`src/rtl/cap_pkg.sv`:
```
package cap_pkg;
  typedef enum logic [1:0] {
    CAP_IDLE  = 2'd0,
    CAP_ARMED = 2'd1,
    CAP_RUN   = 2'd2,
    CAP_DONE  = 2'd3
  } cap_state_e;
endpackage

```
`src/rtl/cap_beat_tracker.sv`:
```
module cap_beat_tracker #(
  parameter int BEATS = 128,
  parameter int NFR_W = 11
) (
  input  logic             clk,
  input  logic             rst,
  input  logic             clear_i,
  input  logic             step_i,
  input  logic [NFR_W-1:0] nframes_i,
  output logic             frame_end_o,
  output logic             window_end_o
);
  localparam int BEAT_W = $clog2(BEATS);

  logic [BEAT_W-1:0] beat_q;
  logic [NFR_W-1:0]  frame_q;

  assign frame_end_o  = (beat_q == BEAT_W'(BEATS - 1));
  assign window_end_o = frame_end_o && (frame_q == (nframes_i - NFR_W'(1)));

  always_ff @(posedge clk) begin
    if (rst || clear_i) begin
      beat_q  <= '0;
      frame_q <= '0;
    end else if (step_i) begin
      if (frame_end_o) begin
        beat_q  <= '0;
        frame_q <= window_end_o ? '0 : frame_q + NFR_W'(1);
      end else begin
        beat_q <= beat_q + BEAT_W'(1);
      end
    end
  end
endmodule

```
`src/rtl/cap_ctrl.sv`:
```
module cap_ctrl
  import cap_pkg::*;
#(
  parameter int NFR_W = 11
) (
  input  logic             clk,
  input  logic             rst,
  input  logic             trig_i,
  input  logic [NFR_W-1:0] nframes_i,
  input  logic             accept_i,
  input  logic             window_end_i,
  input  logic             out_xfer_i,
  output logic             start_o,
  output logic             open_o,
  output logic [NFR_W-1:0] nframes_q_o,
  output logic             busy_o,
  output logic             done_o
);
  cap_state_e       state_q;
  logic             taken_all_q;
  logic [NFR_W-1:0] nfr_q;

  assign start_o     = (state_q == CAP_IDLE) && trig_i && (nframes_i != '0);
  assign open_o      = ((state_q == CAP_ARMED) || (state_q == CAP_RUN)) && !taken_all_q;
  assign nframes_q_o = nfr_q;
  assign busy_o      = (state_q == CAP_ARMED) || (state_q == CAP_RUN);
  assign done_o      = (state_q == CAP_DONE);

  always_ff @(posedge clk) begin
    if (rst) begin
      state_q     <= CAP_IDLE;
      taken_all_q <= 1'b0;
      nfr_q       <= '0;
    end else begin
      unique case (state_q)
        CAP_IDLE: begin
          taken_all_q <= 1'b0;
          if (start_o) begin
            nfr_q   <= nframes_i;
            state_q <= CAP_ARMED;
          end
        end
        CAP_ARMED: begin
          if (accept_i) begin
            state_q <= CAP_RUN;
            if (window_end_i) taken_all_q <= 1'b1;
          end
        end
        CAP_RUN: begin
          if (accept_i && window_end_i) taken_all_q <= 1'b1;
          if (taken_all_q && out_xfer_i) state_q <= CAP_DONE;
        end
        CAP_DONE: begin
          taken_all_q <= 1'b0;
          state_q     <= CAP_IDLE;
        end
        default: state_q <= CAP_IDLE;
      endcase
    end
  end
endmodule

```
`src/rtl/cap_out_reg.sv`:
```
module cap_out_reg #(
  parameter int LANES = 4,
  parameter int SMP_W = 32
) (
  input  logic                   clk,
  input  logic                   rst,
  input  logic                   load_i,
  input  logic                   take_i,
  input  logic                   last_i,
  input  logic [LANES*SMP_W-1:0] data_i,
  output logic [LANES*SMP_W-1:0] data_o,
  output logic                   valid_o,
  output logic                   last_o
);
  for (genvar k = 0; k < LANES; k++) begin : g_lane
    logic [SMP_W-1:0] lane_q;
    always_ff @(posedge clk) begin
      if (rst) begin
        lane_q <= '0;
      end else if (load_i) begin
        lane_q <= take_i ? data_i[k*SMP_W +: SMP_W] : '0;
      end
    end
    assign data_o[k*SMP_W +: SMP_W] = lane_q;
  end

  always_ff @(posedge clk) begin
    if (rst) begin
      valid_o <= 1'b0;
      last_o  <= 1'b0;
    end else if (load_i) begin
      valid_o <= take_i;
      last_o  <= take_i && last_i;
    end
  end
endmodule

```
`src/rtl/burst_capture.sv`:
```
module burst_capture #(
  parameter int LANES         = 4,
  parameter int SMP_W         = 32,
  parameter int FRAME_SAMPLES = 512,
  parameter int NFR_W         = 11
) (
  input  logic                   clk,
  input  logic                   rst,
  input  logic                   trig_i,
  input  logic [NFR_W-1:0]       nframes_i,
  input  logic [LANES*SMP_W-1:0] up_data_i,
  input  logic                   up_valid_i,
  output logic [LANES*SMP_W-1:0] m_tdata_o,
  output logic                   m_tvalid_o,
  output logic                   m_tlast_o,
  input  logic                   m_tready_i,
  output logic                   busy_o,
  output logic                   done_o
);
  localparam int BEATS = FRAME_SAMPLES / LANES;

  logic             start, open_win, accept, out_free, out_xfer;
  logic             frame_end, window_end;
  logic [NFR_W-1:0] nfr_q;
  logic             tvalid;

  assign out_free = !tvalid || m_tready_i;
  assign out_xfer = tvalid && m_tready_i;
  assign accept   = open_win && up_valid_i && out_free;

  cap_ctrl #(.NFR_W(NFR_W)) u_ctrl (
    .clk(clk), .rst(rst), .trig_i(trig_i), .nframes_i(nframes_i),
    .accept_i(accept), .window_end_i(window_end), .out_xfer_i(out_xfer),
    .start_o(start), .open_o(open_win), .nframes_q_o(nfr_q),
    .busy_o(busy_o), .done_o(done_o)
  );

  cap_beat_tracker #(.BEATS(BEATS), .NFR_W(NFR_W)) u_track (
    .clk(clk), .rst(rst), .clear_i(start), .step_i(accept),
    .nframes_i(nfr_q), .frame_end_o(frame_end), .window_end_o(window_end)
  );

  cap_out_reg #(.LANES(LANES), .SMP_W(SMP_W)) u_out (
    .clk(clk), .rst(rst), .load_i(out_free), .take_i(accept),
    .last_i(frame_end), .data_i(up_data_i),
    .data_o(m_tdata_o), .valid_o(tvalid), .last_o(m_tlast_o)
  );

  assign m_tvalid_o = tvalid;
endmodule

```
`config.mk`:
```
export PLATFORM = sky130hd
export DESIGN_NAME = burst_capture
export DESIGN_NICKNAME = d
export VERILOG_FILES = /design/src/rtl/cap_pkg.sv /design/src/rtl/cap_beat_tracker.sv /design/src/rtl/cap_ctrl.sv /design/src/rtl/cap_out_reg.sv /design/src/rtl/burst_capture.sv
export SDC_FILE = /design/constraint.sdc
export NUM_CORES = 1
export LEC_CHECK = 0
export BUFFER_PORTS_ARGS = -buffer_cell sky130_fd_sc_hd__buf_2
export CAP_MARGIN = 5
export CORE_MARGIN = 2
export CORE_UTILIZATION = 40
export DETAILED_ROUTE_END_ITERATION = 7
export GPL_TIMING_DRIVEN = 0
export PLACE_DENSITY = 0.68
export RECOVER_POWER = 50
export SLEW_MARGIN = 10
export SYNTH_ARGS = -nofsm -noshare
export SYNTH_HDL_FRONTEND = slang
export SYNTH_HIERARCHICAL = 1
export SYNTH_SLANG_ARGS = --single-unit
```
`constraint.sdc`:
```
create_clock -name clk -period 3.3 [get_ports clk]
set_clock_uncertainty 0.15 [all_clocks]
set_input_delay 0 -clock clk [delete_from_list [all_inputs] [get_ports clk]]
set_output_delay 0 -clock clk [all_outputs]
set_load 0.05 [all_outputs]
```
==> results summary <==
The tool flagged a number of max-cap violations equal to 0. The number of nets handed over by synthesis was 964. The number of buffers and inverters on the critical path is 3. The count of flip-flops with a built-in enable after synthesis came out at 0.

The post-synthesis instance total is 812. The count of yosys warnings during synthesis came out at 6. The transition time at the pin with the least slew margin came out at 772 ps.

The congestion estimate from routability-driven global placement came to 0.841. The clock latency reported for the late side of the worst-skew pair came out at 420 ps. After synthesis, the netlist uses 54 different library cells. After clock tree synthesis, the clock-pin slew on the worst setup and hold paths is 70 ps.

The library cell used most frequently in the layout, excluding fill and tap cells, is sky130_fd_sc_hd__clkbuf_1. The first-pass GRT wire length is 37700 µm. The initial antenna violation count is 0. The run finished with clean final reports.

The sequential cell area fraction in the yosys report is 45.7%. The total detailed-routing wirelength came out at 24200 µm. The hold violation total from the final report is 0.

The total cell area at the placement stage came out at 0.00875 mm². The fraction of the core area covered by cells at the end of the flow is 61.4%. The TritonCTS buffer count came out at 17. The buffer depth of the longest clock path came out at 2. The power share of the clock group came out at 29.8%. The row count is 48.

The number of DRC markers in iteration 0 came out at 376. The top-level port count is 276. The setup-violating endpoint count in the final report came out at 0. The combined global-route utilization of all metal layers came out at 25.5%. The critical path is of the flip-flop to flip-flop type. Summed over all nets, the switching power comes to 0.00272 W. The number of global-route vias before repair is 7549. The share of the synthesized area in compound gates (AO/OA/AOI/OAI) is 13.9%.

The tree built by TritonCTS fans out to 162 sinks. The initial core utilization came out at 41.0%. The horizontal die dimension is 137 µm. The highest clock rate came out at 340 MHz. The synthesized netlist devotes 28.3% of its cell area to simple gates.

The setup fix buffers added after clock tree synthesis came out at 0. For the worst setup path, the data required time is 3490 ps. The largest net degree at the start of global routing came out at 17. The final max-slew violation count came out at 0. The number of iterations in the first detailed-routing pass came out at 5. The final instance area is 0.0106 mm². The count of port buffers added during placement is 275. The number of nets in the layout came out at 1403.

The switching share of power came out at 39.7%. The critical path startpoint category is a flip-flop. The total number of H-tree levels came out at 4. The power density of the placed cells is 645 mW/mm².

The adder-cell share of the synthesized area came out at 1.41%. The total of flip-flops plus latches after synthesis is 162. The post-route clock period utilization is 89.0%.

Grouping stages by cell kind, the critical path spends the most delay in simple AND/OR/NAND/NOR gates. The routed length per placed instance came out at 16.3 µm. The critical path goes through inv_1 > ha_1 > inv_1 > nor2_1 > and3_1 > clkbuf_2 > and3_1 > nand2_1 > or3_1 > a32o_1 > a21oi_1. In this run the worst setup path begins at u_ctrl/state_q[0]. The startpoint identified for the worst hold timing path is up_valid_i.

The worst setup path is captured at a flip-flop. The worst stage delay on the critical path came out at 400 ps. The worst path needs 2940 ps of the cycle, external delays included. Setup repair after global routing left no endpoint under its margin.

In this run the critical register-to-register path is launched from u_ctrl/state_q[0]. The classification of the worst-slack hold path is input pin to flip-flop. The residual DRC count is 0. Leaving out fill and tap cells, the most frequent cells in the layout are 168 x sky130_fd_sc_hd__clkbuf_1, 162 x sky130_fd_sc_hd__dfxtp_1, 156 x sky130_fd_sc_hd__buf_2.

The mean area per synthesized cell is 8.73 µm². The worst slew slack as a fraction of its limit came out at 48.5%. For this design the static power due to leakage is 4.04 nW. The worst vdd rail ir drop is 0.622 mV.

The clock tree from TritonCTS is built. The fraction of layout cells with a size suffix above 1 is 17.2%. After filler insertion, the fill cell instance count of the layout stands at 1519.

The dominant combinational cell family by area after synthesis is simple AND/OR/NAND/NOR gates. The count of antenna diodes in the layout is 0. The arrival time of the worst setup path came out at 3130 ps. The number of nets with antenna violations after routing is 0. The post-synthesis mux area share is 1.99%. The share of total power in sequential cells came out at 34.3%. The cell internal power dissipation came out at 0.00413 W. The most used flip-flop cell after synthesis is sky130_fd_sc_hd__dfxtp_1. Summing over every cut layer, the via total after detailed routing is 7589. The buffer cell driving the clock tree root is sky130_fd_sc_hd__clkbuf_16. The growth of design area from synthesis to finish came out at 49.8%. The synthesized cell area came out at 0.00709 mm². Summed over all nets, the half-perimeter wirelength after detailed placement is 16000 µm. The critical-path maximum fanout came out at 9. Among all stages on the critical path, the largest delay is contributed by sky130_fd_sc_hd__or3_1.

The combinational group share of total power came out at 35.9%. After routing, the total negative slack on setup checks comes to 0 ps. Summing the areas of all xor and xnor instances in the mapped netlist gives 2.84% of the synthesized area.

The area of the placeable core came out at 0.0173 mm². After global routing the overflow that remains totals 0. The die is 137 µm tall. The number of vias per cell came out at 5.10. The share of async-settable or async-resettable flops after synthesis came out at 0%.

The die footprint is 0.0188 mm².
## cell type report
cell class              instances  area (µm²)  area share [%]
plain buffers                  65         362            3.40
clock buffers                  18         439            4.13
clock inverters                14         166            1.57
inverters                      12        45.0           0.424
multi-input cells             573        3420            32.2
flip-flops and latches        162        3240            30.5
well taps                     225         282            2.65
repair buffers                420        2660            25.1
## synthesized netlist by cell type, types with 2 or more instances
| master | n | area [µm²] |
|---|---|---|
| sky130_fd_sc_hd__or2_2 | 2 | 12.5 |
| sky130_fd_sc_hd__a21oi_1 | 137 | 686 |
| sky130_fd_sc_hd__nand3_1 | 140 | 701 |
| sky130_fd_sc_hd__clkbuf_1 | 35 | 131 |
| sky130_fd_sc_hd__nor4_1 | 4 | 25.0 |
| sky130_fd_sc_hd__nor2b_1 | 4 | 25.0 |
| sky130_fd_sc_hd__buf_2 | 14 | 70.1 |
| sky130_fd_sc_hd__mux2i_1 | 13 | 130 |
| sky130_fd_sc_hd__o21ai_1 | 2 | 10.0 |
| sky130_fd_sc_hd__xnor2_1 | 10 | 87.6 |
| sky130_fd_sc_hd__ha_1 | 8 | 100 |
| sky130_fd_sc_hd__nand4_1 | 4 | 25.0 |
| sky130_fd_sc_hd__buf_1 | 2 | 7.51 |
| sky130_fd_sc_hd__nor3b_1 | 2 | 15.0 |
| sky130_fd_sc_hd__o21a_1 | 2 | 15.0 |
| sky130_fd_sc_hd__nand2b_1 | 132 | 826 |
| sky130_fd_sc_hd__a32o_1 | 2 | 20.0 |
| sky130_fd_sc_hd__o31ai_1 | 2 | 15.0 |
| sky130_fd_sc_hd__xor2_1 | 13 | 114 |
| sky130_fd_sc_hd__o41ai_1 | 2 | 17.5 |
| sky130_fd_sc_hd__nor2_1 | 25 | 93.8 |
| sky130_fd_sc_hd__and3_1 | 12 | 75.1 |
| sky130_fd_sc_hd__or4_1 | 3 | 22.5 |
| sky130_fd_sc_hd__nand2_1 | 14 | 52.6 |
| sky130_fd_sc_hd__nor3_1 | 3 | 15.0 |
| sky130_fd_sc_hd__or3_1 | 5 | 31.3 |
| sky130_fd_sc_hd__buf_6 | 12 | 135 |
| sky130_fd_sc_hd__o21ai_0 | 3 | 15.0 |
| sky130_fd_sc_hd__o32ai_1 | 3 | 26.3 |
| sky130_fd_sc_hd__a211oi_2 | 5 | 62.6 |
| sky130_fd_sc_hd__dfxtp_1 | 162 | 3240 |
| sky130_fd_sc_hd__inv_1 | 12 | 45.0 |
| sky130_fd_sc_hd__and4_1 | 2 | 17.5 |
## registers in the layout (all words and copies together) (netlist names)
register	count
u_ctrl/taken_all_q	1
u_out/last_o	1
u_ctrl/nframes_q_o	11
u_out/g_lane.lane_q	128
u_out/valid_o	1
u_ctrl/state_q	2
u_track/beat_q	7
u_track/frame_q	11
## timing repair
item / in CTS / in global routing
resized for setup: 0 / 4
hold buffers: 145 / 0
endpoints found under the hold margin: 145 / 0
setup endpoints to repair: 0 / 2
## metal layers
metal	vias up	share of wire, %	global-route usage [%]
met2	286	50	44.1
met5	-	0	0
met3	55	6.4	7.00
met4	0	3.0	10.4
met1	3549	41	29.6
li1	3699	-	-
## metrics by stage
| stage | cells | hold slack [ps] | setup WS [ps] | total power [W] |
|---|---|---|---|---|
| finish | 1489 | 164 | 363 | 0.00685 |
| global route | 1489 | 190 | 107 | 0.00719 |
| CTS | 1489 | 152 | 8.77 | 0.00694 |
| detailed placement | 1312 | 105 | 47.9 | 0.00473 |
| global placement | 1312 | 99.8 | 98.1 | 0.00472 |
| floorplan | 812 | -2.80 | 232 | 0.00412 |
## kinds of logic after synthesis
logic type | Yosys count
xor+xnor | 23
simple gates | 359
compound gates | 169
flops | 162
buf+inv | 77
mux | 14
fa+ha+maj | 8
## worst paths after layout
check | end | slack [ps] | depth (start not counted)
hold reg to reg | u_out/g_lane[0].lane_q[25] | 320 | 2
setup / recovery | u_track/frame_q[5] | 360 | 11
hold / removal | u_track/beat_q[1] | 160 | 5
setup reg to reg | u_track/frame_q[5] | 360 | 11
## tightest hold or removal path: stages
cell and delay [ps]:
sky130_fd_sc_hd__buf_2 100, sky130_fd_sc_hd__and3_1 230, sky130_fd_sc_hd__clkbuf_2 200, sky130_fd_sc_hd__nand3_1 80
sky130_fd_sc_hd__a21oi_1 60
## power by group through the flow
stage / clock network, W / logic (W) / registers (W)
4_1_cts: 0.00209 / 0.00251 / 0.00234
6_report: 0.00204 / 0.00246 / 0.00235
5_1_grt: 0.00217 / 0.00265 / 0.00238
2_1_floorplan: 0 / 0.00110 / 0.00302
3_5_place_dp: 0 / 0.00235 / 0.00238
3_3_place_gp: 0 / 0.00235 / 0.00238
(Power assumes the default switching activity.)
